`src/rtl/pc_nxt_pkg.sv`:
```
package pc_nxt_pkg;

  typedef enum logic [3:0] {
    OP_RJMP  = 4'd0,
    OP_RCALL = 4'd1,
    OP_IJMP  = 4'd2,
    OP_ICALL = 4'd3,
    OP_JMP   = 4'd4,
    OP_CALL  = 4'd5,
    OP_RET   = 4'd6,
    OP_RETI  = 4'd7,
    OP_BRSET = 4'd8,
    OP_BRCLR = 4'd9,
    OP_BRGE  = 4'd10,
    OP_BRLT  = 4'd11,
    OP_SKSET = 4'd12,
    OP_SKCLR = 4'd13
  } pc_op_e;

  typedef enum logic [2:0] {
    SRC_SEQ,
    SRC_JREL,
    SRC_BREL,
    SRC_Z,
    SRC_ABS,
    SRC_RET,
    SRC_SKIP1,
    SRC_SKIP2
  } pc_src_e;

  localparam int SR_N = 2;
  localparam int SR_V = 3;

endpackage

```
`src/rtl/pc_nxt_target.sv`:
```
module pc_nxt_target #(
  parameter int PC_W   = 14,
  parameter int JREL_W = 12,
  parameter int BREL_W = 7
) (
  input  logic [PC_W-1:0]   pc_i,
  input  logic [JREL_W-1:0] off_i,
  output logic [PC_W-1:0]   jrel_o,
  output logic [PC_W-1:0]   brel_o,
  output logic [PC_W-1:0]   seq_o,
  output logic [PC_W-1:0]   skip1_o,
  output logic [PC_W-1:0]   skip2_o
);

  logic [PC_W-1:0] jrel_ext, brel_ext;

  generate
    if (PC_W > JREL_W) begin : g_jext
      assign jrel_ext = {{(PC_W-JREL_W){off_i[JREL_W-1]}}, off_i};
    end else begin : g_jtrunc
      assign jrel_ext = off_i[PC_W-1:0];
    end

    if (PC_W > BREL_W) begin : g_bext
      assign brel_ext = {{(PC_W-BREL_W){off_i[BREL_W-1]}}, off_i[BREL_W-1:0]};
    end else begin : g_btrunc
      assign brel_ext = off_i[PC_W-1:0];
    end
  endgenerate

  assign seq_o   = pc_i + PC_W'(1);
  assign skip1_o = pc_i + PC_W'(2);
  assign skip2_o = pc_i + PC_W'(3);
  assign jrel_o  = seq_o + jrel_ext;
  assign brel_o  = seq_o + brel_ext;

endmodule

```
`src/rtl/pc_nxt_cond.sv`:
```
module pc_nxt_cond
  import pc_nxt_pkg::*;
(
  input  pc_op_e     op_i,
  input  logic [7:0] sreg_i,
  input  logic [2:0] sel_i,
  input  logic       tbit_i,
  output logic       cond_o
);

  logic sel_bit, signed_lt;

  assign sel_bit   = sreg_i[sel_i];
  assign signed_lt = sreg_i[SR_N] ^ sreg_i[SR_V];

  always_comb begin
    unique case (op_i)
      OP_BRSET: cond_o = sel_bit;
      OP_BRCLR: cond_o = !sel_bit;
      OP_BRGE:  cond_o = !signed_lt;
      OP_BRLT:  cond_o = signed_lt;
      OP_SKSET: cond_o = tbit_i;
      OP_SKCLR: cond_o = !tbit_i;
      default:  cond_o = 1'b0;
    endcase
  end

endmodule

```
`src/rtl/pc_nxt_cost.sv`:
```
module pc_nxt_cost
  import pc_nxt_pkg::*;
(
  input  pc_op_e     op_i,
  input  logic       cond_i,
  input  logic       two_word_i,
  output pc_src_e    src_o,
  output logic [2:0] cycles_o,
  output logic       taken_o,
  output logic       irq_o
);

  always_comb begin
    src_o    = SRC_SEQ;
    cycles_o = 3'd1;
    taken_o  = 1'b0;
    irq_o    = 1'b0;
    case (op_i)
      OP_RJMP:  begin src_o = SRC_JREL; cycles_o = 3'd2; taken_o = 1'b1; end
      OP_RCALL: begin src_o = SRC_JREL; cycles_o = 3'd3; taken_o = 1'b1; end
      OP_IJMP:  begin src_o = SRC_Z;    cycles_o = 3'd2; taken_o = 1'b1; end
      OP_ICALL: begin src_o = SRC_Z;    cycles_o = 3'd3; taken_o = 1'b1; end
      OP_JMP:   begin src_o = SRC_ABS;  cycles_o = 3'd3; taken_o = 1'b1; end
      OP_CALL:  begin src_o = SRC_ABS;  cycles_o = 3'd4; taken_o = 1'b1; end
      OP_RET:   begin src_o = SRC_RET;  cycles_o = 3'd4; taken_o = 1'b1; end
      OP_RETI:  begin
        src_o = SRC_RET; cycles_o = 3'd4; taken_o = 1'b1; irq_o = 1'b1;
      end
      OP_BRSET, OP_BRCLR, OP_BRGE, OP_BRLT: begin
        if (cond_i) begin
          src_o = SRC_BREL; cycles_o = 3'd2; taken_o = 1'b1;
        end
      end
      OP_SKSET, OP_SKCLR: begin
        if (cond_i) begin
          taken_o = 1'b1;
          if (two_word_i) begin
            src_o = SRC_SKIP2; cycles_o = 3'd3;
          end else begin
            src_o = SRC_SKIP1; cycles_o = 3'd2;
          end
        end
      end
      default: ;
    endcase
  end

endmodule

```
`src/rtl/pc_nxt_unit.sv`:
```
module pc_nxt_unit
  import pc_nxt_pkg::*;
#(
  parameter int PC_W   = 14,
  parameter int JREL_W = 12,
  parameter int BREL_W = 7,
  parameter int Z_W    = 16
) (
  input  logic              clk_i,
  input  logic              rst_ni,
  input  logic              valid_i,
  input  logic [3:0]        op_i,
  input  logic [PC_W-1:0]   pc_i,
  input  logic [JREL_W-1:0] off_i,
  input  logic [PC_W-1:0]   abs_i,
  input  logic [Z_W-1:0]    zptr_i,
  input  logic [PC_W-1:0]   ret_i,
  input  logic [7:0]        sreg_i,
  input  logic [2:0]        sel_i,
  input  logic              tbit_i,
  input  logic              two_word_i,
  output logic              valid_o,
  output logic [PC_W-1:0]   next_pc_o,
  output logic              taken_o,
  output logic [2:0]        cycles_o,
  output logic              irq_en_set_o
);

  pc_op_e          op;
  pc_src_e         src;
  logic            cond, taken_d, irq_d;
  logic [2:0]      cycles_d;
  logic [PC_W-1:0] jrel, brel, seq, skip1, skip2, zpc, pc_d;

  assign op = pc_op_e'(op_i);

  generate
    if (Z_W > PC_W) begin : g_zcut
      logic unused_zhi;
      assign unused_zhi = ^zptr_i[Z_W-1:PC_W];
      assign zpc = zptr_i[PC_W-1:0];
    end else begin : g_zext
      assign zpc = PC_W'(zptr_i);
    end
  endgenerate

  pc_nxt_target #(.PC_W(PC_W), .JREL_W(JREL_W), .BREL_W(BREL_W)) u_target (
    .pc_i   (pc_i),
    .off_i  (off_i),
    .jrel_o (jrel),
    .brel_o (brel),
    .seq_o  (seq),
    .skip1_o(skip1),
    .skip2_o(skip2)
  );

  pc_nxt_cond u_cond (
    .op_i  (op),
    .sreg_i(sreg_i),
    .sel_i (sel_i),
    .tbit_i(tbit_i),
    .cond_o(cond)
  );

  pc_nxt_cost u_cost (
    .op_i      (op),
    .cond_i    (cond),
    .two_word_i(two_word_i),
    .src_o     (src),
    .cycles_o  (cycles_d),
    .taken_o   (taken_d),
    .irq_o     (irq_d)
  );

  always_comb begin
    unique case (src)
      SRC_JREL:  pc_d = jrel;
      SRC_BREL:  pc_d = brel;
      SRC_Z:     pc_d = zpc;
      SRC_ABS:   pc_d = abs_i;
      SRC_RET:   pc_d = ret_i;
      SRC_SKIP1: pc_d = skip1;
      SRC_SKIP2: pc_d = skip2;
      default:   pc_d = seq;
    endcase
  end

  always_ff @(posedge clk_i or negedge rst_ni) begin
    if (!rst_ni) begin
      valid_o      <= 1'b0;
      next_pc_o    <= '0;
      taken_o      <= 1'b0;
      cycles_o     <= '0;
      irq_en_set_o <= 1'b0;
    end else begin
      valid_o <= valid_i;
      if (valid_i) begin
        next_pc_o    <= pc_d;
        taken_o      <= taken_d;
        cycles_o     <= cycles_d;
        irq_en_set_o <= irq_d;
      end
    end
  end

  assert_indirect_z_R2: assert property (@(posedge clk_i) disable iff (!rst_ni)
    valid_i && (op_i == 4'd2 || op_i == 4'd3) |=> next_pc_o == $past(zpc));

  assert_reti_irq_R5: assert property (@(posedge clk_i) disable iff (!rst_ni)
    valid_i && op_i == 4'd7 |=> irq_en_set_o && taken_o && cycles_o == 3'd4);

  assert_untaken_seq_R6: assert property (@(posedge clk_i) disable iff (!rst_ni)
    valid_i |=> (taken_o || (next_pc_o == $past(pc_i) + PC_W'(1) && cycles_o == 3'd1)));

  assert_skip_two_R8: assert property (@(posedge clk_i) disable iff (!rst_ni)
    valid_i && op_i == 4'd12 && tbit_i && two_word_i
      |=> next_pc_o == $past(pc_i) + PC_W'(3) && cycles_o == 3'd3);

  assert_valid_pulse_R9: assert property (@(posedge clk_i) disable iff (!rst_ni)
    !valid_i |=> !valid_o);

  assert_cost_range_R9: assert property (@(posedge clk_i) disable iff (!rst_ni)
    valid_o |-> cycles_o >= 3'd1 && cycles_o <= 3'd4);

endmodule

```
`config.mk`:
```
export PLATFORM = sky130hd
export DESIGN_NAME = pc_nxt_unit
export DESIGN_NICKNAME = d
export VERILOG_FILES = /design/src/rtl/pc_nxt_pkg.sv /design/src/rtl/pc_nxt_target.sv /design/src/rtl/pc_nxt_cond.sv /design/src/rtl/pc_nxt_cost.sv /design/src/rtl/pc_nxt_unit.sv
export SDC_FILE = /design/constraint.sdc
export NUM_CORES = 1
export LEC_CHECK = 0
export ABC_AREA = 1
export CORE_UTILIZATION = 41
export CTS_BUF_LIST = sky130_fd_sc_hd__clkbuf_4 sky130_fd_sc_hd__clkbuf_8
export DETAILED_ROUTE_END_ITERATION = 10
export GPL_TIMING_DRIVEN = 0
export PLACE_DENSITY = 0.74
export SYNTH_ARGS = -nofsm -noshare
export SYNTH_HDL_FRONTEND = slang
export SYNTH_SLANG_ARGS = --single-unit
```
`constraint.sdc`:
```
create_clock -name clk_i -period 1.5 [get_ports clk_i]
set_clock_uncertainty 0.2 [all_clocks]
set_input_delay 0.15 -clock clk_i [delete_from_list [all_inputs] [get_ports clk_i]]
set_output_delay 0.15 -clock clk_i [all_outputs]
set_load 0.01 [all_outputs]
```
; Word level (Yosys, flattened, before mapping)
; Cells that the tools add are included.
[op_classes]
order_cmp = 1
addsub = 5
reduce_logical = 15
n_bitwise = 1
mux = 15
n_eq_ne = 20
[ops]
columns = cell, count
row1 = $pmux W14 S7, 1
row2 = $add A14 B14 Y14, 2
row3 = $add A14 B2 Y14 const B, 2
row4 = $eq A4 B4 Y1 const B, 6
row5 = $pmux W3 S6, 1
row6 = $eq A4 B3 Y1 const B, 4
row7 = $pmux W3 S5, 1
row8 = $add A14 B1 Y14 const B, 1
row9 = $eq A3 B3 Y1 const B, 4
row10 = $reduce_or A2 Y1, 6
row11 = $eq A4 B2 Y1 const B, 2
row12 = $reduce_or A8 Y1, 1
row13 = $eq A3 B2 Y1 const B, 2
row14 = $mux W3, 2
row15 = $pmux W1 S6, 1
row16 = $reduce_or A3 Y1, 2
row17 = $reduce_or A6 Y1, 1
row18 = $mux W1, 5
row19 = $eq A4 B1 Y1 const B, 1
row20 = $logic_not A4 Y1, 1
row21 = $lt A3 B4 Y1 const B, 1
row22 = $mux W2, 2
row23 = $reduce_or A4 Y1, 1
row24 = $bmux W1 S3, 1
row25 = 4 further kinds, 6
[totals]
ff_bits = 20

; Depth between registers and ports, before layout
; Gate-level depths: netlist of the first run.
[logic_depth]
depth_word = 8
depth_mapped = 24
depth_no_buf = 24

; Cells and area by module
; A second synthesis of the first run with hierarchy kept.
[unflattened]
hier_cells = 755
area_unflattened_um2 = 4380.5
[modules_own_cells]
columns = module, n_inst, area_each_um2, cells_per_inst
row1 = pc_nxt_unit, 1, 2052.0, 339
row2 = pc_nxt_target, 1, 1970.6, 340
row3 = pc_nxt_cond, 1, 224.0, 46
row4 = pc_nxt_cost, 1, 133.9, 30

; Least setup slack after synthesis of the first run
; Ideal clock, no wire load.
[synth_timing]
path_kind = in2reg
from = input op_i[2]
to = register next_pc_o[10]
t_arrival_ns = 2.300
path_stages = 23
required_time_ns = 1.180
setup_time_ns = 0.120
n_path_buf = 0
path_slack_ns = -1.120
cell_sequence = inv_1 nand2_2 inv_2 nand2_1 o21ai_1 nor2_1 nand3_2 nand2_1 inv_1 o21ai_0 inv_1 ha_1 nand2_1 o21ai_0 a21oi_1 nor2_1 nor2_1 o21bai_1 nand2_1 nand2_1 nor2_1 o21ai_1 nand2_1
[synth_between]
elab_chain_cells = 6
elab_cells_between_ends = 32
cone_classes = eq/ne: 20 / mux: 5 / reduce/logical: 7
[synth_rtl]
columns = element, line
row1 = start: declaration, pc_nxt_unit.sv:12  ; input logic [3:0] op_i,
row2 = $eq A4 B4 Y1, "pc_nxt_cond.sv:17, pc_nxt_cost.sv:18"
row3 = $pmux W1 S6, pc_nxt_cond.sv:17  ; unique case (op_i)
row4 = $mux W3 / $mux W2 (equally long branches), "pc_nxt_cost.sv:35, pc_nxt_cost.sv:30"
row5 = $pmux W3 S6 *, pc_nxt_cost.sv:18  ; case (op_i)
row6 = "$eq A3 B3 Y1, or another cell as far along", pc_nxt_unit.sv:76  ; unique case (src)
row7 = $pmux W14 S7 *, pc_nxt_unit.sv:76
row8 = end signal: assignment, pc_nxt_unit.sv:98  ; next_pc_o <= pc_d;
row9 = end: declaration, pc_nxt_unit.sv:23  ; output logic [PC_W-1:0] next_pc_o,
; Mark *: on every way between the ends. The rest lies on a longest branch, timed or not.
; A chain may end at the register's enable or synchronous reset.

; Final worst setup path of the first run
[layout_timing]
from = input sel_i[0]
to = register next_pc_o[10]
[layout_between]
elab_chain_cells = 8
elab_cells_between_ends = 15
cone_classes = eq/ne: 7 / mux: 7 / reduce/logical: 1
[layout_rtl]
columns = element, line
row1 = start: declaration, pc_nxt_unit.sv:19  ; input logic [2:0] sel_i,
row2 = $bmux W1 S3 *, pc_nxt_cond.sv:13  ; assign sel_bit = sreg_i[sel_i];
row3 = $mux W1 (not written as such) *, pc_nxt_cond.sv:13
row4 = $logic_not A1 Y1, pc_nxt_cond.sv:19  ; OP_BRCLR: cond_o = !sel_bit;
row5 = $pmux W1 S6 *, pc_nxt_cond.sv:17
row6 = $mux W3 / $mux W2 (equally long branches), "pc_nxt_cost.sv:35, pc_nxt_cost.sv:30"
row7 = $pmux W3 S6 *, pc_nxt_cost.sv:18
row8 = "$eq A3 B3 Y1, or another cell as far along", pc_nxt_unit.sv:76
row9 = $pmux W14 S7 *, pc_nxt_unit.sv:76
; Mark *: on every way between the ends. The rest lies on a longest branch, timed or not. The select of a mux whose other input is x is not followed.

==> flow_metrics.tcl, run 1 <==
set metrics [dict create \
    die_y_um 89.99 \
    worst_hold_slack_ns 0.07689 \
    worst-r2r-setup-slack_ns 0.59 \
    ys_ff_latch 20 \
    cts_buffers 3 \
    r2r-start "next_pc_o[0]" \
    coreArea_um2 7370 \
    die_x_um 89.99 \
    violations "setup timing" \
    yosysTopAreaCellShare_pct 15.77 \
    rsz0062_at_grt "true" \
    syn_area_per_cell_um2 5.814 \
    clock_path_buffers 2 \
    clock_tree.root_cell "clkbuf_8" \
    grt_max_degree 21 \
    routedWlPerCell_um 16.30 \
    syn_to_final_growth_pct 75.52 \
    grt_usage_pct 30.26 \
    vdd_drop_max_mv 0.3256 \
    rows 31 \
    crit_chain "buf_8, inv_8, nand2_1, nand3_2, nand3_2, nand2_2, nand2_2, nand3_4, nand2_4, inv_4, o21ai_2, inv_2, ha_4, nand2_4, o21ai_4, a21oi_2, nor2_1, nor2_1, o21bai_1, nand2_1, nand2_1, nor2_2, o21ai_2, nand2_1" \
    antenna_found_initial 0 \
    grt_pass1_wl_um 19800 \
    start_kind "primary input" \
    port_buffers 104 \
    final_hold_viol_count 0 \
    design.die.area_um2 8098 \
    layout_commonest_cell "nand2_1" \
    timing.final.ws_setup_ns -1.074 \
    synthesis.nets 654 \
    viasPerCell 5.377 \
    yosysWarnings 0 \
    cp_common_cell "nand2_1" \
    critPathMaxFanout 5 \
    p_per_area_nw_per_um2 507.5 \
    status "finished with violations" \
    antenna_cells 0 \
    period_minus_slack_ns 2.574 \
    syn-cell-area_um2 3174 \
    synthTopCellsByArea "dfrtp_1 (16%), nand2_1 (15%), inv_1 (12%), nor2_1 (8.0%), xor2_1 (8.0%)" \
    postSynthCellCount 546 \
    grt_pass1_vias 4117 \
    cts_tree "done" \
    nets 805 \
    gp_congestion 0.9072 \
    worstSetupEndpointType "flop" \
    synth.distinct_cells 37 \
    drv_slew 0 \
    gr-max-usage-layer "met2" \
    hold_path_class "in2reg" \
    finalSetupTns_ns -10.23 \
    cp_data_required_time_ns 1.44 \
    worstSetupPathType "in2reg" \
    clock_sink_count 20 \
    crit_start "sel_i[0]" \
    drive_above_1_share_pct 32.09 \
    fin_crit_sh_pct 171.6 \
    grtUsageMet3_pct 2.792 \
    slew_headroom_pct 44.28 \
    h-tree-depth 1 \
    hpwlAfterDp_um 9468 \
    start_util_pct 43.07 \
    dr_total_vias 4269 \
    ys_seq_area_share_pct 15.77 \
    fillCellCount 559 \
    cpPeakStageDelay_ns 0.30 \
    cap_violations 0 \
    ant_nets 0 \
    endpoint "next_pc_o[10]" \
    io_pins 110 \
    grt_overflow 0 \
    cts.clk_slew.worst_paths_ns 0.06 \
    leakage_uw 0.002804 \
    drt_iter0_drc 220 \
    tightest_slew_ns 0.8332 \
    fmax_mhz 388.6 \
    yosysTopAreaCell "dfrtp_1" \
    drt-total-wl_um 12940 \
    slowest_stage "ha_4" \
    ff2ff_path_depth 2 \
    clock_latency_ns 0.25 \
    r2r-end "next_pc_o[0]" \
    grtUsageMet2_pct 52.50 \
    gr-usage-met1_pct 39.13 \
    drc_errors 0 \
    setup_viol_count_final 15 \
    layout_common_cells "nand2_1 (99), inv_1 (81), clkdlybuf4s50_1 (58)" \
    arrival_ns 2.51 \
    first_pass_iters 5 \
]
[area by class of cell]
cell class,count,area [um2],share of cell area [%]
buffer,14,113.9,2.044
clock buffer,3,41.29,0.7411
inverter,106,444.2,7.972
multi-input combinational,406,2922,52.44
sequential,20,500.5,8.983
tap,99,123.9,2.223
timing repair buffer,146,1426,25.60
[flip-flops by register name, indices dropped and copies added, names as in the netlist]
| name | flops |
|---|---|
| next_pc_o | 14 |
| irq_en_set_o | 1 |
| cycles_o | 3 |
| taken_o | 1 |
| valid_o | 1 |
[synthesized netlist by cell type, drive strengths merged]
cell type,n
a21oi,37
nand2,127
dfrtp,20
o31ai,2
xnor2,4
a221oi,6
o2111ai,1
or2,1
nor3b,5
nand3,29
o21bai,1
a31oi,4
nand4,26
clkbuf,3
ha,17
nor2,68
dlygate4sd1,1
nor4,1
a21o,1
o211ai,1
nand3b,1
fa,1
inv,106
o21ai,34
xor2,29
o21a,2
buf,10
nor3,8
[repair_timing]
| item | in CTS | in global routing |
|---|---|---|
| pin swaps | 77 | 44 |
| gates resized for setup | 200 | 63 |
| setup buffers | 34 | 6 |
| endpoints found under the setup margin | 23 | 31 |
| endpoints found under the hold margin | 0 | 1 |
| gates cloned | 0 | 1 |
| hold buffers | 0 | 1 |
[logic make-up (layout without fill, tap and decap cells)]
kind of cell               after synthesis  count (layout)  synth area share (%)
and+or+nand+nor                        266             266                 36.70
adders and majority gates               18              18                 7.331
DFF                                     20              20                 15.77
buffers and inverters                  120             269                 15.41
xor gates and xnor gates                33              33                 9.105
AOI/OAI and AO/OA                       89              89                 15.69
[metrics by stage]
| step | util [%] | std cells | total power (uW) | cell area [um2] | setup WS (ns) |
|---|---|---|---|---|---|
| 2_1_floorplan | - | 546 | 1493 | 3496 | -0.9540 |
| 3_3_place_gp | 63.24 | 749 | 2119 | 4661 | -2.040 |
| 3_5_place_dp | 63.24 | 749 | 2146 | 4661 | -2.102 |
| 6_report | 75.60 | 794 | 2828 | 5572 | -1.074 |
| 5_1_grt | 75.60 | 794 | 2995 | 5572 | -1.254 |
| 4_1_cts | 72.02 | 786 | 2689 | 5308 | -1.017 |
[routing by layer]
metal / share of wire, % / wire [um] / vias to the layer above
met5: 0 / 0 / -
met4: 3.6 / 465 / 0
met3: 6.1 / 785 / 39
met2: 49 / 6298 / 172
met1: 42 / 5389 / 1998
li1: - / - / 2060
[worst max-delay path: cells and delay by family]
family                     cells  cell delay, ns
AOI/OAI and AO/OA              5            0.64
and+or+nand+nor               14            1.18
buffers and inverters          4            0.23
adders and majority gates      1            0.30
[power by group]
group	total (uW)	leakage [uW]	internal, uW	switching [uW]
clock network	325	0.0000216	178	147
registers	653	0.000246	614	39.2
logic	1850	0.00254	871	978
total	2830	0.00280	1660	1160
[worst min-delay path by stage]
stage                        end         start  slack [ns]  depth (start not counted)
finish              irq_en_set_o       op_i[0]        0.08                          5
global route         cycles_o[2]       valid_i        0.10                          3
CTS                 irq_en_set_o       op_i[0]        0.06                          5
detailed placement  next_pc_o[2]  next_pc_o[2]        0.27                          2
global placement     cycles_o[1]   cycles_o[1]        0.26                          1
floorplan            cycles_o[0]        rst_ni       -0.35                          0
Power figures use the tool's default switching activity.
==> run 2, diff against run 1 <==
--- a/config.mk
+++ b/config.mk
@@ -6,11 +6,10 @@
 export NUM_CORES = 1
 export LEC_CHECK = 0
 export ABC_AREA = 1
-export CORE_UTILIZATION = 41
-export CTS_BUF_LIST = sky130_fd_sc_hd__clkbuf_4 sky130_fd_sc_hd__clkbuf_8
+export CORE_UTILIZATION = 27
+export CTS_BUF_LIST = sky130_fd_sc_hd__clkbuf_2 sky130_fd_sc_hd__clkbuf_4 sky130_fd_sc_hd__clkbuf_8
 export DETAILED_ROUTE_END_ITERATION = 10
 export GPL_TIMING_DRIVEN = 0
-export PLACE_DENSITY = 0.74
 export SYNTH_ARGS = -nofsm -noshare
 export SYNTH_HDL_FRONTEND = slang
 export SYNTH_SLANG_ARGS = --single-unit
==> run 2 against run 1 <==
Effect of this change:
- count of clock-buffer cells in the layout is 1 higher
- the run still ends with setup timing left
- total power is 0.93% lower
- largest power group unchanged
- cell count is 5.4% higher
- wire length is 6.7% lower
- sequential power hardly changed
==> flow_metrics.tcl, run 2 (same netlist as run 1, synthesis figures left out) <==
set metrics [dict create \
    dr_total_vias 4037 \
    fin_crit_sh_pct 168.6 \
    leakage_uw 0.002688 \
    cp_data_required_time_ns 1.45 \
    fillCellCount 1174 \
    syn_to_final_growth_pct 73.35 \
    coreArea_um2 11420 \
    clock_sink_count 20 \
    gp_congestion 0.9627 \
    power_uw 2801 \
    top_register "next_pc_o" \
    drv_slew 0 \
    grt_pass1_vias 4076 \
    arrival_ns 2.48 \
    cap_violations 0 \
    grtUsageMet3_pct 1.043 \
    worstSetupPathType "in2reg" \
    violations "setup timing" \
    first_pass_iters 5 \
    slowest_stage "ha_4" \
    rows 39 \
    ant_nets 0 \
    drive_above_1_share_pct 31.12 \
    start_kind "primary input" \
    cts.clk_slew.worst_paths_ns 0.07 \
    cpPeakStageDelay_ns 0.30 \
    path_delay_family "simple AND/OR/NAND/NOR gates" \
    p_per_area_nw_per_um2 509.1 \
    utilization_pct 48.19 \
    design.die.area_um2 12190 \
    drc_errors 0 \
    critPathMaxFanout 4 \
    h-tree-depth 1 \
    grt_overflow 0 \
    largest_reg_flops 14 \
    top_regs "next_pc_o (14), cycles_o (3)" \
    timing.final.ws_setup_ns -1.029 \
    final_hold_viol_count 0 \
    tightest_slew_ns 0.8598 \
    hpwlAfterDp_um 9866 \
    rsz0062_at_grt "true" \
    crit_buf_inv 3 \
    layout_commonest_cell "nand2_1" \
    grtUsageMet2_pct 33.83 \
    gr-max-usage-layer "met2" \
    clock_tree.root_cell "clkbuf_8" \
    die_y_um 110.4 \
    cp_common_cell "nand2_1" \
    routedWlPerCell_um 14.43 \
    drt_iter0_drc 193 \
    die_x_um 110.4 \
    vdd_drop_max_mv 0.5519 \
    slew_headroom_pct 42.50 \
    cts_buffers 3 \
    antenna_cells 0 \
    grt_max_degree 21 \
    crit_chain "buf_8, xnor2_4, nand2_1, o21ai_2, nor2_2, nand3_4, nand2_4, inv_4, o21ai_2, inv_2, ha_4, nand2_4, o21ai_4, a21oi_2, nor2_2, nor2_1, o21bai_1, nand2_1, nand2_1, nor2_2, o21ai_2, nand2_1" \
    antenna_found_initial 0 \
    drt-total-wl_um 12070 \
    port_buffers 104 \
    clock_latency_ns 0.25 \
    fmax_mhz 395.4 \
    clock_path_buffers 2 \
    status "finished with violations" \
    layout_common_cells "nand2_1 (98), inv_1 (79), clkdlybuf4s50_1 (56)" \
    viasPerCell 4.823 \
    io_pins 110 \
    nets 803 \
    worstSetupEndpointType "flop" \
    hold_path_class "in2reg" \
    start_util_pct 27.80 \
    gr-usage-met1_pct 25.89 \
    cts_tree "done" \
    finalSetupTns_ns -9.641 \
    grt_usage_pct 19.32 \
    setup_viol_count_final 15 \
    period_minus_slack_ns 2.529 \
    grt_pass1_wl_um 19420 \
]
[run 2: changes by cell type in the layout (fill, tap and decap cells not counted), sizes merged]
cell and delta:
dlymetal6s2s -10, clkbuf -3, buf +2, dlygate4sd2 +12, inv -1, clkinvlp +1, clkdlybuf4s50 -2
[run 2: metal layers]
| layer | vias to the layer above | wire [um] |
|---|---|---|
| li1 | 2053 | - |
| met1 | 1861 | 5580 |
| met2 | 103 | 5709 |
| met3 | 20 | 508 |
| met4 | 0 | 276 |
| met5 | - | 0 |
[run 2: where the power goes]
group | internal [uW] | total [uW] | switching [uW]
Combinational | 834 | 1750 | 916
Sequential | 614 | 656 | 42.0
Clock | 233 | 395 | 162
Total | 1680 | 2800 | 1120
[run 2: per-stage QoR]
stage	cells	hold slack, ns	instance area, um2	worst slack (ns)
global placement	793	0.2564	4716	-2.145
floorplan	546	-0.3456	3496	-0.9540
finish	837	0.05049	5503	-1.029
CTS	829	0.03988	5291	-1.013
global route	837	0.09968	5503	-1.265
detailed placement	793	0.2654	4716	-2.128
[run 2: path summary, 6_finish.rpt]
path	from	to	slack [ns]	depth (start not counted)
worst max-delay path	sreg_i[2]	next_pc_o[10]	-1.03	22
worst min-delay path	op_i[0]	irq_en_set_o	0.05	5
worst max register to register	next_pc_o[0]	next_pc_o[0]	0.63	2
worst min register to register	next_pc_o[10]	next_pc_o[10]	0.27	2
max in group asynchronous	rst_ni	next_pc_o[9]	0.38	1
min in group asynchronous	rst_ni	valid_o	0.19	1
[run 2: area by class of cell]
cell class,count,area (um2),area share (%)
multi-input cells,406,2840,51.61
repair buffers,144,1354,24.60
flip-flops and latches,20,500.5,9.095
inverters,106,455.4,8.276
well taps,143,178.9,3.251
plain buffers,14,118.9,2.160
clock buffers,4,55.05,1.000
[run 2: worst min-delay path, stage by stage]
cell	delay (ns)
buf_8	0.11
nand2_2	0.05
inv_2	0.04
nand3_1	0.07
nand2_1	0.04
[run 2: timing repair]
item	in CTS	in global routing
pin swaps	64	25
setup buffers	32	5
cloned	0	2
setup endpoints to repair	32	22
hold buffers	0	1
resized for setup	216	44
hold endpoints to repair	0	1
